**src/rtl/pwmd_pkg.sv**
```systemverilog
package pwmd_pkg;

   typedef enum logic {
      TRK_HUNT = 1'b0,
      TRK_LOCK = 1'b1
   } trk_state_e;

   typedef struct packed {
      logic good;
      logic bad;
   } period_evt_t;

   function automatic int sym_width_needed(input int samples);
      return (samples - 1 <= 2) ? 1 : $clog2(samples - 1);
   endfunction

endpackage

```
**src/rtl/pwmd_sync.sv**
```systemverilog
module pwmd_sync #(
   parameter int STAGES = 2
) (
   input  logic clk_i,
   input  logic rst_i,
   input  logic d_i,
   output logic q_o
);
   logic chain [STAGES];

   generate
      if (STAGES < 2) begin : g_bad_depth
         $error("pwmd_sync: STAGES must be at least 2");
      end
      for (genvar i = 0; i < STAGES; i++) begin : g_stage
         if (i == 0) begin : g_first
            always_ff @(posedge clk_i) begin
               if (rst_i) chain[0] <= 1'b0;
               else       chain[0] <= d_i;
            end
         end else begin : g_next
            always_ff @(posedge clk_i) begin
               if (rst_i) chain[i] <= 1'b0;
               else       chain[i] <= chain[i-1];
            end
         end
      end
   endgenerate

   assign q_o = chain[STAGES-1];
endmodule

```
**src/rtl/pwmd_edge.sv**
```systemverilog
module pwmd_edge (
   input  logic clk_i,
   input  logic rst_i,
   input  logic lvl_i,
   output logic rise_o
);
   logic prev_q;

   always_ff @(posedge clk_i) begin
      if (rst_i) prev_q <= 1'b0;
      else       prev_q <= lvl_i;
   end

   assign rise_o = lvl_i & ~prev_q;
endmodule

```
**src/rtl/pwmd_period.sv**
```systemverilog
module pwmd_period
   import pwmd_pkg::*;
#(
   parameter int SAMPLES = 4,
   localparam int CNT_W  = $clog2(SAMPLES + 1)
) (
   input  logic             clk_i,
   input  logic             rst_i,
   input  logic             lvl_i,
   input  logic             rise_i,
   output period_evt_t      evt_o,
   output logic [CNT_W-1:0] hi_o
);
   localparam logic [CNT_W-1:0] LEN_FULL = CNT_W'(SAMPLES);
   localparam logic [CNT_W-1:0] ONE      = CNT_W'(1);

   trk_state_e       state_q;
   logic [CNT_W-1:0] len_q;
   logic [CNT_W-1:0] hi_q;
   logic             len_full;
   logic             locked;

   assign len_full = (len_q == LEN_FULL);
   assign locked   = (state_q == TRK_LOCK);

   always_comb begin
      evt_o.good = locked & rise_i & len_full;
      evt_o.bad  = locked & ((rise_i & ~len_full) | (~rise_i & len_full));
   end

   assign hi_o = hi_q;

   always_ff @(posedge clk_i) begin
      if (rst_i) begin
         state_q <= TRK_HUNT;
         len_q   <= '0;
         hi_q    <= '0;
      end else if (rise_i) begin
         state_q <= TRK_LOCK;
         len_q   <= ONE;
         hi_q    <= ONE;
      end else begin
         if (locked && len_full) state_q <= TRK_HUNT;
         if (!len_full) len_q <= len_q + ONE;
         if (lvl_i && hi_q != LEN_FULL) hi_q <= hi_q + ONE;
      end
   end
endmodule

```
**src/rtl/pwmd_decode.sv**
```systemverilog
module pwmd_decode
   import pwmd_pkg::*;
#(
   parameter int SAMPLES = 4,
   parameter int SYM_W   = 2,
   localparam int CNT_W  = $clog2(SAMPLES + 1)
) (
   input  logic             clk_i,
   input  logic             rst_i,
   input  period_evt_t      evt_i,
   input  logic [CNT_W-1:0] hi_i,
   output logic [SYM_W-1:0] sym_o,
   output logic             valid_o,
   output logic             err_o
);
   logic [CNT_W-1:0] hi_m1;
   logic [SYM_W-1:0] code;

   assign hi_m1 = hi_i - CNT_W'(1);

   generate
      if (SYM_W < sym_width_needed(SAMPLES)) begin : g_narrow
         $error("pwmd_decode: SYM_W too small for SAMPLES");
      end
      if (SYM_W >= CNT_W) begin : g_wide
         assign code = SYM_W'(hi_m1);
      end else begin : g_trunc
         assign code = hi_m1[SYM_W-1:0];
      end
   endgenerate

   always_ff @(posedge clk_i) begin
      if (rst_i) begin
         sym_o   <= '0;
         valid_o <= 1'b0;
         err_o   <= 1'b0;
      end else begin
         valid_o <= evt_i.good;
         err_o   <= evt_i.bad;
         if (evt_i.good) sym_o <= code;
      end
   end
endmodule

```
**src/rtl/pwm_level_demod.sv**
```systemverilog
module pwm_level_demod
   import pwmd_pkg::*;
#(
   parameter int PERIOD_SAMPLES = 4,
   parameter int SYNC_STAGES    = 2,
   parameter int SYM_W          = 2
) (
   input  logic             clk_i,
   input  logic             rst_i,
   input  logic             line_i,
   output logic [SYM_W-1:0] sym_o,
   output logic             valid_o,
   output logic             err_o
);
   localparam int CNT_W = $clog2(PERIOD_SAMPLES + 1);

   generate
      if (PERIOD_SAMPLES < 3) begin : g_bad_period
         $error("pwm_level_demod: PERIOD_SAMPLES must be at least 3");
      end
   endgenerate

   logic             lvl;
   logic             rise;
   period_evt_t      evt;
   logic [CNT_W-1:0] hi_cnt;

   pwmd_sync #(.STAGES(SYNC_STAGES)) u_sync (
      .clk_i (clk_i),
      .rst_i (rst_i),
      .d_i   (line_i),
      .q_o   (lvl)
   );

   pwmd_edge u_edge (
      .clk_i  (clk_i),
      .rst_i  (rst_i),
      .lvl_i  (lvl),
      .rise_o (rise)
   );

   pwmd_period #(.SAMPLES(PERIOD_SAMPLES)) u_period (
      .clk_i  (clk_i),
      .rst_i  (rst_i),
      .lvl_i  (lvl),
      .rise_i (rise),
      .evt_o  (evt),
      .hi_o   (hi_cnt)
   );

   pwmd_decode #(.SAMPLES(PERIOD_SAMPLES), .SYM_W(SYM_W)) u_decode (
      .clk_i   (clk_i),
      .rst_i   (rst_i),
      .evt_i   (evt),
      .hi_i    (hi_cnt),
      .sym_o   (sym_o),
      .valid_o (valid_o),
      .err_o   (err_o)
   );
endmodule

```
**config.mk**
```make
export PLATFORM = sky130hd
export DESIGN_NAME = pwm_level_demod
export DESIGN_NICKNAME = d
export VERILOG_FILES = /design/src/rtl/pwmd_pkg.sv /design/src/rtl/pwmd_sync.sv /design/src/rtl/pwmd_edge.sv /design/src/rtl/pwmd_period.sv /design/src/rtl/pwmd_decode.sv /design/src/rtl/pwm_level_demod.sv
export SDC_FILE = /design/constraint.sdc
export NUM_CORES = 1
export LEC_CHECK = 0
export ABC_AREA = 1
export BUFFER_PORTS_ARGS = -buffer_cell sky130_fd_sc_hd__buf_2
export CAP_MARGIN = 40
export CORE_UTILIZATION = 35
export DETAILED_ROUTE_END_ITERATION = 8
export PLACE_DENSITY = 0.6
export SLEW_MARGIN = 30
export SYNTH_ARGS = -nofsm -noshare
export SYNTH_HDL_FRONTEND = slang
export SYNTH_HIERARCHICAL = 1
export SYNTH_SLANG_ARGS = --single-unit
```
**constraint.sdc**
```tcl
create_clock -name clk_i -period 1.4 [get_ports clk_i]
set_input_delay 0.42 -clock clk_i [delete_from_list [all_inputs] [get_ports clk_i]]
set_output_delay 0.42 -clock clk_i [all_outputs]
set_load 0.02 [all_outputs]
```
==> out/metrics.csv <==
metric,value,unit
Worst EP arrival,1.48,ns
hold path startpoint,line_i,
CP Capture Type,flip-flop,
Initial Util,0.389,
"Seq/Total Area, Yosys",0.457,
Iteration-0 DRC Markers,3,
DP Area,686,µm²
DP Worst Slack,0.122,ns
Synth Instances,77,
hold path endpoint,u_sync/chain[0],
Syn Nets,85,
syn avg cell area,7.96,µm²
FILL cells,165,
leak pwr,0.341,nW
"most common cell after layout, fill and taps aside",inv_1,
layout cells sized above 1,0.267,
DP HPWL,715,µm
critical path type,reg -> reg,
Routed Antenna Nets,0,
vias per inst,4.39,
largest family of logic cells by synthesized area,simple AND/OR/NAND/NOR gates,
Routed WL,924,µm
flop2flop setup slack,0.13,ns
Synth Area in XOR/XNOR,0.0143,
Critical Path Fanout Max,4,
Sink Count,14,
die width,43.9,µm
FMAX,788,MHz
worst hold path type,in -> reg,
Row Count,14,
Final Hold Vio Count,0,
port bufs,6,
most frequent cells in the layout,"inv_1, dfxtp_1, nor2_1",
first-pass GRT wire length,1.66,mm
vias in the first global route,416,
Total GRT Usage,0.118,
Fin Setup TNS,0,ns
Setup WS post-layout,0.131,ns
Avg WL per Cell,8.72,µm
PwrDens,1110,nW/µm²
drt drc,0,
reg2reg path depth,8,
Finished Cell Area,728,µm²
RSZ-0062 raised after global routing,no,
worst slew pin tran,0.227,ns
Final period util,0.906,
status,"finished, final reports clean",
R2R Path Start,u_period/len_q[0],
Num CTS Buffers,3,
area grow syn2layout,18.8,%
Rel. slew slack,0.848,
largest net degree at the start of global routing,11,
H-tree levels,1,
Synth Area in Adders,0.102,
GR Overflow Total,0,
Detailed Routing Iterations Pass 1,4,
CTS tree,built,
hold path cells,3,
DR vias,465,
Max-Cap Viols,0,
R2R Path End,u_decode/err_o,
synth unique cells,18,
Clock Skew,0.00474,ns
multiplexer share of the synthesized area,0,
ant diodes,0,
Worst-path clk slew,0.08,ns
CTS Hold Bufs,0,
Die ar.,1920,µm²
synthesized area,613,µm²
final setup fails,0,
core area,1580,µm²
initial antenna violation count,0,
io pins,7,
Critical Path RT,1.61,ns
simple-gate share of the synthesized area,0.227,
worst skew pair latency,0.27,ns
Yosys Warn Count,6,
startpoint types,flip-flop,
die height,43.9,µm
Bufs on Longest Clock Path,2,
Root Driver,clkbuf_4,
Max VDD drop,0.000832,V
"Slew Viols, Final",0,
Synth Area in Compound Gates,0.0898,
minimum clock period,1.27,ns
routability cong.,0.755,
Nets,99,
#FFs+latches synth,14,
synthesized netlist by cell type:
cell | n | area [µm²]
inv_1 | 15 | 56.3
dfxtp_1 | 14 | 280
nor2_1 | 12 | 45.0
nand2_1 | 8 | 30.0
ha_1 | 5 | 62.6
a21oi_1 | 4 | 20.0
inv_2 | 3 | 11.3
nand2_2 | 3 | 18.8
nand3_1 | 3 | 15.0
o21ai_1 | 2 | 10.0
a31oi_1 | 1 | 6.26
nand4_1 | 1 | 6.26
nor2_2 | 1 | 6.26
nor3_1 | 1 | 5.00
nor3b_2 | 1 | 12.5
o21bai_1 | 1 | 7.51
o21bai_2 | 1 | 11.3
xnor2_1 | 1 | 8.76
what timing repair did:
item                       in CTS  in global routing
resized for setup               0                  2
setup endpoints to repair       0                  3
setup buffers                   0                  0
hold endpoints to repair        0                  0
state kept, by name, indices dropped and copies added, names as in the netlist:
| register | count |
|---|---|
| u_edge/prev_q | 1 |
| u_decode/sym_o | 2 |
| u_sync/chain | 2 |
| u_period/locked | 1 |
| u_period/len_q | 3 |
| u_period/hi_o | 3 |
| u_decode/valid_o | 1 |
| u_decode/err_o | 1 |
layout make-up:
| cell class | instances | area, µm² | share of cell area |
|---|---|---|---|
| clock buffer | 4 | 36.3 | 0.0498 |
| inverter | 18 | 67.6 | 0.0928 |
| multi-input combinational | 45 | 270 | 0.371 |
| sequential | 14 | 282 | 0.387 |
| tap | 16 | 20.0 | 0.0275 |
| timing repair buffer | 9 | 52.6 | 0.0722 |
worst max path at each step:
stage	cells after the start	start	endpoint
floorplan	6	u_sync/chain[1]	u_decode/sym_o[0]
global placement	8	u_period/len_q[0]	u_decode/err_o
detailed placement	8	u_period/len_q[0]	u_decode/err_o
CTS	8	u_period/len_q[0]	u_decode/err_o
global route	8	u_period/len_q[1]	u_decode/err_o
finish	8	u_period/len_q[0]	u_decode/err_o
report_power, final:
| part | internal, W | switching, W | leakage, nW |
|---|---|---|---|
| Combinational | 0.0000384 | 0.0000522 | 0.205 |
| Sequential | 0.000421 | 0.0000135 | 0.114 |
| Clock | 0.000158 | 0.000125 | 0.0210 |
| Total | 0.000617 | 0.000190 | 0.341 |
through the flow:
stage / utilization / hold slack [ns] / total power [W] / cells
2_1_floorplan: - / 0.388 / 0.000508 / 77
5_1_grt: 0.462 / 0.330 / 0.000859 / 106
4_1_cts: 0.458 / 0.338 / 0.000826 / 106
3_3_place_gp: 0.435 / 0.396 / 0.000533 / 102
3_5_place_dp: 0.435 / 0.400 / 0.000533 / 102
6_report: 0.462 / 0.352 / 0.000808 / 106
layer usage:
layer / up-vias / global-route usage / part of all wire
li1: 264 / - / -
met1: 195 / 0.148 / 0.56
met2: 6 / 0.176 / 0.40
met3: 0 / 0.0750 / 0.041
met4: 0 / 0.0182 / 0
met5: - / 0 / 0
worst max-delay path: stages, from the launching register on:
cell     delay, ns
dfxtp_2       0.35
inv_1         0.04
ha_1          0.19
nand2_2       0.11
inv_2         0.05
ha_1          0.26
nor2_1        0.10
inv_1         0.04
nor2_1        0.06
logic make-up after synthesis:
group | after synthesis
simple gates | 30
buf+inv | 18
compound gates | 9
fa+ha+maj | 5
xor+xnor | 1
flops | 14
Power figures use the tool's default switching activity.
